--- src/rtl/syn_divctl_pkg.sv ---
package syn_divctl_pkg;
    localparam int REF_W   = 14;
    localparam int A_W     = 3;
    localparam int B_W     = 13;
    localparam int FA_W    = 14;
    localparam int CUR_W   = 3;
    localparam int LOCK_CW = 4;

    typedef enum logic [1:0] {
        PM_NORMAL   = 2'd0,
        PM_FORCE_UP = 2'd1,
        PM_FORCE_DN = 2'd2,
        PM_OFF      = 2'd3
    } pump_mode_e;
endpackage

--- src/rtl/syn_ref_div.sv ---
module syn_ref_div #(
    parameter int W = syn_divctl_pkg::REF_W
) (
    input  logic         clk,
    input  logic         rst_n,
    input  logic         load,
    input  logic [W-1:0] ratio,
    output logic         tick
);
    typedef struct packed {
        logic [W-1:0] cnt;
    } st_t;

    st_t s_q, s_d;

    assign tick = (s_q.cnt >= ratio - W'(1));

    always_comb begin
        s_d = s_q;
        if (load || tick) s_d.cnt = '0;
        else              s_d.cnt = s_q.cnt + W'(1);
    end

    always_ff @(posedge clk or negedge rst_n) begin
        if (!rst_n) s_q <= '0;
        else        s_q <= s_d;
    end
endmodule

--- src/rtl/syn_fb_div.sv ---
module syn_fb_div #(
    parameter int AW = syn_divctl_pkg::A_W,
    parameter int BW = syn_divctl_pkg::B_W
) (
    input  logic          clk,
    input  logic          rst_n,
    input  logic          load,
    input  logic [AW-1:0] swallow,
    input  logic [BW-1:0] main_cnt,
    input  logic          pre_edge,
    output logic          mod_sel,
    output logic          tick
);
    typedef struct packed {
        logic [AW-1:0] a_left;
        logic [BW-1:0] b_seen;
    } st_t;

    st_t s_q, s_d;

    assign mod_sel = (s_q.a_left != '0);
    assign tick    = pre_edge && (s_q.b_seen >= main_cnt - BW'(1));

    always_comb begin
        s_d = s_q;
        if (load || tick) begin
            s_d.a_left = swallow;
            s_d.b_seen = '0;
        end else if (pre_edge) begin
            s_d.b_seen = s_q.b_seen + BW'(1);
            if (s_q.a_left != '0) s_d.a_left = s_q.a_left - AW'(1);
        end
    end

    always_ff @(posedge clk or negedge rst_n) begin
        if (!rst_n) s_q <= '0;
        else        s_q <= s_d;
    end
endmodule

--- src/rtl/syn_pfd_lock.sv ---
module syn_pfd_lock #(
    parameter int LOCK_WIN = 4,
    parameter int CW       = syn_divctl_pkg::LOCK_CW
) (
    input  logic          clk,
    input  logic          rst_n,
    input  logic          load,
    input  logic          ref_tick,
    input  logic          fb_tick,
    input  logic [CW-1:0] need,
    output logic          up,
    output logic          dn,
    output logic          locked
);
    localparam int WW = $clog2(LOCK_WIN + 1);
    localparam logic [WW-1:0] WMAX = WW'(LOCK_WIN);

    typedef struct packed {
        logic          up;
        logic          dn;
        logic [WW-1:0] width;
        logic          wide;
        logic [CW-1:0] good;
    } st_t;

    st_t  s_q, s_d;
    logic up_n, dn_n, bad;

    assign up     = s_q.up;
    assign dn     = s_q.dn;
    assign locked = (s_q.good >= need) && (s_q.good != '0);

    always_comb begin
        s_d  = s_q;
        up_n = s_q.up | ref_tick;
        dn_n = s_q.dn | fb_tick;
        if (up_n && dn_n) begin
            up_n = 1'b0;
            dn_n = 1'b0;
        end
        s_d.up = up_n;
        s_d.dn = dn_n;

        if (s_q.up || s_q.dn)
            s_d.width = (s_q.width == WMAX) ? s_q.width : s_q.width + WW'(1);
        else
            s_d.width = '0;

        bad      = s_q.wide || (s_q.width == WMAX);
        s_d.wide = bad;
        if (ref_tick) begin
            s_d.wide = 1'b0;
            if (bad)                  s_d.good = '0;
            else if (s_q.good != '1)  s_d.good = s_q.good + CW'(1);
        end

        if (load) s_d = '0;
    end

    always_ff @(posedge clk or negedge rst_n) begin
        if (!rst_n) s_q <= '0;
        else        s_q <= s_d;
    end
endmodule

--- src/rtl/syn_divctl.sv ---
module syn_divctl #(
    parameter int REF_W    = syn_divctl_pkg::REF_W,
    parameter int A_W      = syn_divctl_pkg::A_W,
    parameter int B_W      = syn_divctl_pkg::B_W,
    parameter int FA_W     = syn_divctl_pkg::FA_W,
    parameter int CUR_W    = syn_divctl_pkg::CUR_W,
    parameter int LOCK_CW  = syn_divctl_pkg::LOCK_CW,
    parameter int LOCK_WIN = 4
) (
    input  logic             clk,
    input  logic             rst_n,
    input  logic             cfg_load,
    input  logic [REF_W-1:0] cfg_ref_div,
    input  logic [A_W-1:0]   cfg_a,
    input  logic [B_W-1:0]   cfg_b,
    input  logic [1:0]       cfg_pump_mode,
    input  logic             cfg_invert,
    input  logic [CUR_W-1:0] cfg_cur_code,
    input  logic             cfg_fa_en,
    input  logic [FA_W-1:0]  cfg_fa_units,
    input  logic [LOCK_CW-1:0] cfg_lock_count,
    input  logic             pre_edge,
    output logic             mod_sel,
    output logic             ref_tick,
    output logic             fb_tick,
    output logic             pump_src,
    output logic             pump_sink,
    output logic [CUR_W-1:0] pump_code,
    output logic             boost,
    output logic             locked
);
    import syn_divctl_pkg::*;

    typedef struct packed {
        logic [FA_W-1:0] fa_left;
        logic            lock_prev;
    } st_t;

    st_t        s_q, s_d;
    logic       det_up, det_dn, req_up, req_dn, restart;
    pump_mode_e mode;

    syn_ref_div #(.W(REF_W)) i_ref_div (
        .clk(clk), .rst_n(rst_n), .load(cfg_load),
        .ratio(cfg_ref_div), .tick(ref_tick)
    );

    syn_fb_div #(.AW(A_W), .BW(B_W)) i_fb_div (
        .clk(clk), .rst_n(rst_n), .load(cfg_load),
        .swallow(cfg_a), .main_cnt(cfg_b), .pre_edge(pre_edge),
        .mod_sel(mod_sel), .tick(fb_tick)
    );

    syn_pfd_lock #(.LOCK_WIN(LOCK_WIN), .CW(LOCK_CW)) i_pfd (
        .clk(clk), .rst_n(rst_n), .load(cfg_load),
        .ref_tick(ref_tick), .fb_tick(fb_tick), .need(cfg_lock_count),
        .up(det_up), .dn(det_dn), .locked(locked)
    );

    assign mode = pump_mode_e'(cfg_pump_mode);

    always_comb begin
        case (mode)
            PM_NORMAL:   begin req_up = det_up; req_dn = det_dn; end
            PM_FORCE_UP: begin req_up = 1'b1;   req_dn = 1'b0;   end
            PM_FORCE_DN: begin req_up = 1'b0;   req_dn = 1'b1;   end
            default:     begin req_up = 1'b0;   req_dn = 1'b0;   end
        endcase
        pump_src  = cfg_invert ? req_dn : req_up;
        pump_sink = cfg_invert ? req_up : req_dn;
    end

    assign boost     = cfg_fa_en && (s_q.fa_left != '0);
    assign pump_code = boost ? '1 : cfg_cur_code;
    assign restart   = cfg_load || (s_q.lock_prev && !locked);

    always_comb begin
        s_d           = s_q;
        s_d.lock_prev = locked;
        if (restart)
            s_d.fa_left = cfg_fa_units;
        else if (ref_tick && (s_q.fa_left != '0))
            s_d.fa_left = s_q.fa_left - FA_W'(1);
    end

    always_ff @(posedge clk or negedge rst_n) begin
        if (!rst_n) s_q <= '0;
        else        s_q <= s_d;
    end
endmodule

--- config.mk ---
export PLATFORM = sky130hd
export DESIGN_NAME = syn_divctl
export DESIGN_NICKNAME = d
export VERILOG_FILES = /design/src/rtl/syn_divctl_pkg.sv /design/src/rtl/syn_ref_div.sv /design/src/rtl/syn_fb_div.sv /design/src/rtl/syn_pfd_lock.sv /design/src/rtl/syn_divctl.sv
export SDC_FILE = /design/constraint.sdc
export NUM_CORES = 1
export LEC_CHECK = 0
export BUFFER_PORTS_ARGS = -buffer_cell sky130_fd_sc_hd__buf_2
export CAP_MARGIN = 20
export CORE_ASPECT_RATIO = 1.1
export CORE_MARGIN = 2
export CORE_UTILIZATION = 30
export DETAILED_ROUTE_END_ITERATION = 8
export SETUP_SLACK_MARGIN = 0.05
export SLEW_MARGIN = 20
export SYNTH_ARGS = -nofsm -noshare
export SYNTH_HDL_FRONTEND = slang
export SYNTH_SLANG_ARGS = --single-unit
--- constraint.sdc ---
create_clock -name clk -period 3.96 [get_ports clk]
set_input_delay 0.396 -clock clk [delete_from_list [all_inputs] [get_ports clk]]
set_output_delay 0.396 -clock clk [all_outputs]
set_load 0.05 [all_outputs]
==> results.yml, run 1 <==
outcome:
  status: "completed"
routing:
  num_vias: 3548
  drt_iter0_drc: 140
  wl_um: 9160
  via_per_inst: 5.09
  firstDrtPassIters: 5
  drc_errors: 0
  antenna_left: 0
  post_drt_wl_per_cell_um: 13.1
setup_path:
  worst_r2r_path_depth: 8
  cp.arrival_ps: 3210
  critPathKind: "in2out"
  cp-end-kind: "output pin"
  r2r-end: "i_pfd.dn"
  slowest_delay_ps: 560
  crit_slowest_cell: "or4_1"
  timing.rr.start: "i_ref_div.s_q[3]"
  crit_path_max_fanout: 4
  reg2reg_slack_ps: 1340
  worstPathRequired_ps: 3560
  path_cells: "buf_2 -> inv_1 -> ha_1 -> nand2_1 -> or3_1 -> nor4_1 -> xnor2_1 -> ha_1 -> nand4_1 -> or4_1 -> o21ai_1 -> buf_2"
  start_kind: "input pin"
pwr:
  leakagePower_nw: 2.14
  cellPowerDensity_nw_per_um2: 268
  irDropWorstVdd_v: 0.000212
cells_and_area:
  post-route-util_pct: 36.0
  antenna_cells: 0
  area_delta_synth_final_pct: 16.9
  nets: 636
  regArea_sq_um: 1380
  drive_gt1_share_pct: 18.3
  final_cells: 697
  multi_input_area_sq_um: 2560
  fill_cells: 1350
floorplanning:
  dieArea_sq_um: 14500
  die_h_um: 126
  io_pins: 69
  std_cell_rows: 44
  die_width_um: 115
  start_util_pct: 30.8
  coreArea_sq_um: 13200
clock_network:
  clk_latency_ps: 290
  clockBufferDepth: 2
  post-cts-setup-buffer-count: 0
  cts-resized-gates: 0
  cts_root_buf: "clkbuf_16"
  path_clk_slew_ps: 80
  cts_hold_buf: 0
  cts_buffers: 5
  cts_sinks: 55
  h-tree-depth: 2
  cts_tree: "built"
logic_synthesis:
  synth_edf_count: 0
  syn_inst: 467
  synth_area_leaders: "dfrtp_1, ha_1, nor2_1"
  yosys_most_used_dff: "dfrtp_1"
  synth_seq_cells: 55
  yosysWarnings: 0
  synth_top_cell_by_area: "dfrtp_1"
  synth_area_sq_um: 4060
  seq_area_frac_synth_pct: 33.9
  synth_area_per_cell_sq_um: 8.70
  synth_top_area_share_pct: 33.9
  ys_async_sr_fraction_pct: 100
  synth_nets: 568
  synth.distinct_cells: 54
sta:
  rsz0062_at_grt: "no"
  final_max_slew_viol_count: 0
  fin_crit_ps: 3610
  timing.setup.tns_ps: 0
  finalCritPeriodShare_pct: 91.1
  worst_pin_slew_ps: 805
  whs_ps: 99.4
  hold_violations: 0
  clock.fmax_mhz: 277
  skew_ps: 6.64
  finalSetupViolCount: 0
  maxSlewHeadroom_pct: 46.3
placement:
  hpwl_um: 7040
  portBuffers: 68
  placed_cells: 689
  gp_congestion: 0.793
global_routing:
  grt-ovfl-total: 0
  track_usage_pct: 12.8
  grt_pass1_vias: 3484
  antenna_found_initial: 0
  grt_pass1_wl_um: 15700
  grt_max_degree: 33
worst_hold_path:
  hold_path.class: "in2async"
job:
  cap_viol_max_count: 0
## power by group
group          internal, mW  total, mW  switching (mW)
combinational        0.0881      0.212           0.124
sequential            0.585      0.610          0.0255
clock                 0.241      0.452           0.211
total                 0.913       1.27           0.361
## area by class of cell
type / instances / share of cell area [%]
well taps: 161 / 4.24
flip-flops and latches: 55 / 29.0
clock inverters: 3 / 0.553
clock buffers: 5 / 2.63
repair buffers: 73 / 7.95
multi-input cells: 377 / 53.8
inverters: 23 / 1.82
## cell usage after synthesis, types with 2 or more instances
master	number
nor4_1	6
mux2i_1	3
nor3_1	14
xnor2_1	23
nor2_1	67
nand4_1	8
and2_1	4
and3_1	7
o22ai_1	2
a31oi_1	12
clkbuf_1	8
nand3_1	20
nand2_2	2
o211ai_1	2
o31ai_1	8
mux2_2	2
buf_2	3
xor2_1	23
or2_2	2
dfrtp_1	55
o21ai_1	4
ha_1	42
a21o_1	5
o21ai_0	10
inv_1	22
or3_4	2
or3_1	8
a22oi_1	3
nand4b_1	3
nand2b_1	9
nand2_1	34
or4_1	11
nor3b_1	2
and4_1	3
a21oi_1	19
## flip-flops by register name, indices dropped and copies added (netlist names)
signal	cells
s_q	15
i_pfd.dn	1
i_pfd.s_q	8
i_fb_div.s_q	16
i_ref_div.s_q	14
i_pfd.up	1
## cell families (layout without fill, tap and decap cells)
family / Yosys count / count (layout) / synth area share [%]
AO/OA/AOI/OAI: 76 / 76 / 12.2
XOR/XNOR: 46 / 46 / 9.91
adder cells (fa/ha/maj): 42 / 42 / 12.9
buffers and inverters: 35 / 104 / 3.51
flip-flops: 55 / 55 / 33.9
multiplexers: 5 / 5 / 1.29
AND/OR/NAND/NOR: 208 / 208 / 26.3
## placed cells by master (no fill, tap or decap), types with 4 or more instances in the layout
master,count
a21o_1,5
a21oi_1,19
a31oi_1,12
and2_1,4
and3_1,7
buf_2,68
buf_4,5
clkbuf_16,5
dfrtp_1,55
ha_1,42
inv_1,22
nand2_1,34
nand2b_1,9
nand3_1,20
nand4_1,8
nor2_1,67
nor3_1,14
nor4_1,6
o21ai_0,10
o21ai_1,4
o31ai_1,8
or3_1,8
or4_1,11
xnor2_1,23
xor2_1,23
## stage by stage
| stage | power [mW] | area, sq um | worst slack, ps |
|---|---|---|---|
| 2_1_floorplan | 0.747 | 4060 | 142 |
| 5_1_grt | 1.35 | 4750 | 144 |
| 3_5_place_dp | 0.834 | 4600 | 351 |
| 3_3_place_gp | 0.825 | 4600 | 423 |
| 4_1_cts | 1.29 | 4750 | 345 |
| 6_report | 1.27 | 4750 | 354 |
## layer usage
metal / vias to the layer above / part of all wire [%] / global-route usage [%]
met5: - / 0 / 0
met4: 0 / 0.46 / 2.20
met3: 5 / 2.9 / 1.59
met2: 58 / 49 / 22.7
met1: 1681 / 48 / 16.9
li1: 1804 / - / -
## worst max-delay path by stage
stage          slack, ps  cells past startpoint            from          endpoint
2_1_floorplan        140                     12        cfg_b[0]  i_fb_div.s_q[15]
5_1_grt              140                     12        cfg_b[0]           fb_tick
4_1_cts              350                     12        cfg_b[0]           fb_tick
3_5_place_dp         350                     13  cfg_ref_div[1]            s_q[5]
3_3_place_gp         420                     12        cfg_b[0]           fb_tick
6_report             350                     12        cfg_b[0]           fb_tick
## worst max-delay path: cells and delay by family
family                   cells  cell delay [ps]
adder cells (fa/ha/maj)      2              510
AND/OR/NAND/NOR              5             1430
AO/OA/AOI/OAI                1              260
XOR/XNOR                     1              110
buffers and inverters        3              510
(Power assumes the default switching activity.)
==> run 2, diff against run 1 <==
--- a/config.mk
+++ b/config.mk
@@ -11,6 +11,7 @@
 export CORE_MARGIN = 2
 export CORE_UTILIZATION = 30
 export DETAILED_ROUTE_END_ITERATION = 8
+export GPL_TIMING_DRIVEN = 0
 export SETUP_SLACK_MARGIN = 0.05
 export SLEW_MARGIN = 20
 export SYNTH_ARGS = -nofsm -noshare
==> run 2 against run 1 <==
Register-to-register slack lost 80 ps. Clock power grew 16%. Worst hold slack gained 48 ps. Die area is the same. Total power grew 6.1%. First-iteration DRC count grew 36%. Count of clock-buffer cells in the layout grew 1. Sequential share of layout area shrank 0.46 points. Highest routed layer unchanged. Cell count grew 1.0%. Critical endpoint is now ref_tick. Global-route usage grew 0.69 points. Worst setup slack lost 79 ps.
==> results.yml, run 2 (synthesis gave the netlist of run 1 again) <==
outcome:
  status: "completed"
clock_network:
  cts_root_buf: "clkbuf_16"
  cts_buffers: 5
  post-cts-setup-buffer-count: 0
  cts_sinks: 55
  path_clk_slew_ps: 70
  clockBufferDepth: 2
  cts_tree: "built"
  h-tree-depth: 2
  clk_latency_ps: 290
setup_path:
  worstPathRequired_ps: 3560
  slowest_delay_ps: 420
  critPathKind: "in2out"
  start_kind: "input pin"
  crit_slowest_cell: "a2111oi_4"
  crit_path_max_fanout: 10
  cp.arrival_ps: 3290
  path_cells: "buf_2 -> nor3_1 -> nand2_1 -> or2_2 -> nor4_1 -> xnor2_1 -> ha_1 -> a21oi_1 -> a21oi_1 -> a2111oi_4 -> clkbuf_4 -> inv_2 -> buf_2"
  crit_family: "simple AND/OR/NAND/NOR gates"
  path_buf_inv: 4
  cp-end-kind: "output pin"
sta:
  skew_ps: 8.84
  clock.fmax_mhz: 271
  fin_crit_ps: 3680
  finalSetupViolCount: 0
  final_max_slew_viol_count: 0
  rsz0062_at_grt: "no"
  timing.setup.tns_ps: 0
  maxSlewHeadroom_pct: 52.2
  setup_slack_ps: 276
  worst_pin_slew_ps: 716
  hold_violations: 0
  finalCritPeriodShare_pct: 93.0
placement:
  hpwl_um: 7230
  portBuffers: 68
  dpl_cell_area_sq_um: 4610
  gp_congestion: 0.805
  post-place-ws_ps: -72.9
floorplanning:
  io_pins: 69
  coreArea_sq_um: 13200
  die_h_um: 126
  die_width_um: 115
  start_util_pct: 30.8
  std_cell_rows: 44
  dieArea_sq_um: 14500
cells_and_area:
  stdcell_area_sq_um: 4830
  layout_commonest_cell: "buf_2"
  drive_gt1_share_pct: 18.4
  final_cell_mix: "buf_2, nor2_1, dfrtp_1"
  antenna_cells: 0
  top_register: "i_fb_div.s_q"
  nets: 643
  post-route-util_pct: 36.5
  area_delta_synth_final_pct: 18.8
  reg_top3: "i_fb_div.s_q: 16 flops, s_q: 15 flops, i_ref_div.s_q: 14 flops"
  largest_reg_flops: 16
routing:
  drc_errors: 0
  post_drt_wl_per_cell_um: 13.5
  wl_um: 9540
  firstDrtPassIters: 4
  antenna_left: 0
  via_per_inst: 5.17
  num_vias: 3639
  drt_iter0_drc: 190
pwr:
  internal-power_mw: 0.992
  swShare_pct: 26.6
  irDropWorstVdd_v: 0.000168
  seq_power_share_pct: 45.1
  cellPowerDensity_nw_per_um2: 280
  power_mw: 1.35
  p_sw_mw: 0.360
  leakagePower_nw: 2.16
  p_comb_share_pct: 16.0
  p_clk_share_pct: 38.9
global_routing:
  grt_pass1_vias: 3659
  grt_pass1_wl_um: 16400
  antenna_found_initial: 0
  grt_max_degree: 56
  track_usage_pct: 13.5
  grt-ovfl-total: 0
job:
  cap_viol_max_count: 0
worst_hold_path:
  hold_path.class: "in2async"
==> run 2: power groups by stage <==
stage	logic, mW	clock network, mW	registers, mW
after floorplan	0.133	0	0.614
after global placement	0.207	0	0.619
after detailed placement	0.216	0	0.620
after CTS	0.219	0.536	0.609
after global routing	0.246	0.559	0.614
final	0.216	0.526	0.610
==> run 2: layout make-up <==
| cell class | instances | area, sq um |
|---|---|---|
| fillers | 1377 | 8390 |
| multi-input cells | 377 | 2580 |
| flip-flops and latches | 55 | 1380 |
| repair buffers | 68 | 345 |
| well taps | 161 | 201 |
| clock buffers | 6 | 139 |
| inverters | 23 | 86.3 |
| plain buffers | 12 | 58.8 |
| clock inverters | 2 | 38.8 |
==> run 2: what timing repair did <==
action                                  in CTS  in global routing
pin swaps                                    0                  1
gates resized for setup                      2                  5
hold buffers                                 0                  0
endpoints found under the setup margin       2                  2
==> run 2: worst paths after layout <==
| path | startpoint | endpoint | slack, ps | cells past startpoint |
|---|---|---|---|---|
| hold reg to reg | i_pfd.up | i_pfd.dn | 540 | 1 |
| min in group clk | cfg_fa_units[10] | s_q[11] | 310 | 3 |
| hold / removal | rst_n | s_q[12] | 150 | 1 |
| max in group asynchronous | rst_n | s_q[11] | 3330 | 1 |
| setup reg to reg | i_ref_div.s_q[3] | i_ref_div.s_q[10] | 1260 | 9 |
| setup / recovery | cfg_ref_div[2] | ref_tick | 280 | 13 |
==> run 2: routing by layer <==
layer / track usage [%] / vias to the layer above / share of wire (%)
met5: 0 / - / 0
met4: 3.47 / 0 / 1.2
met3: 1.83 / 8 / 3.6
met2: 24.2 / 75 / 50
met1: 16.9 / 1734 / 45
li1: - / 1822 / -
==> run 2: per-stage QoR <==
step                cells  hold slack, ps
floorplan             467             100
global placement      696             509
detailed placement    696             506
CTS                   704             194
global route          704             222
finish                704             147
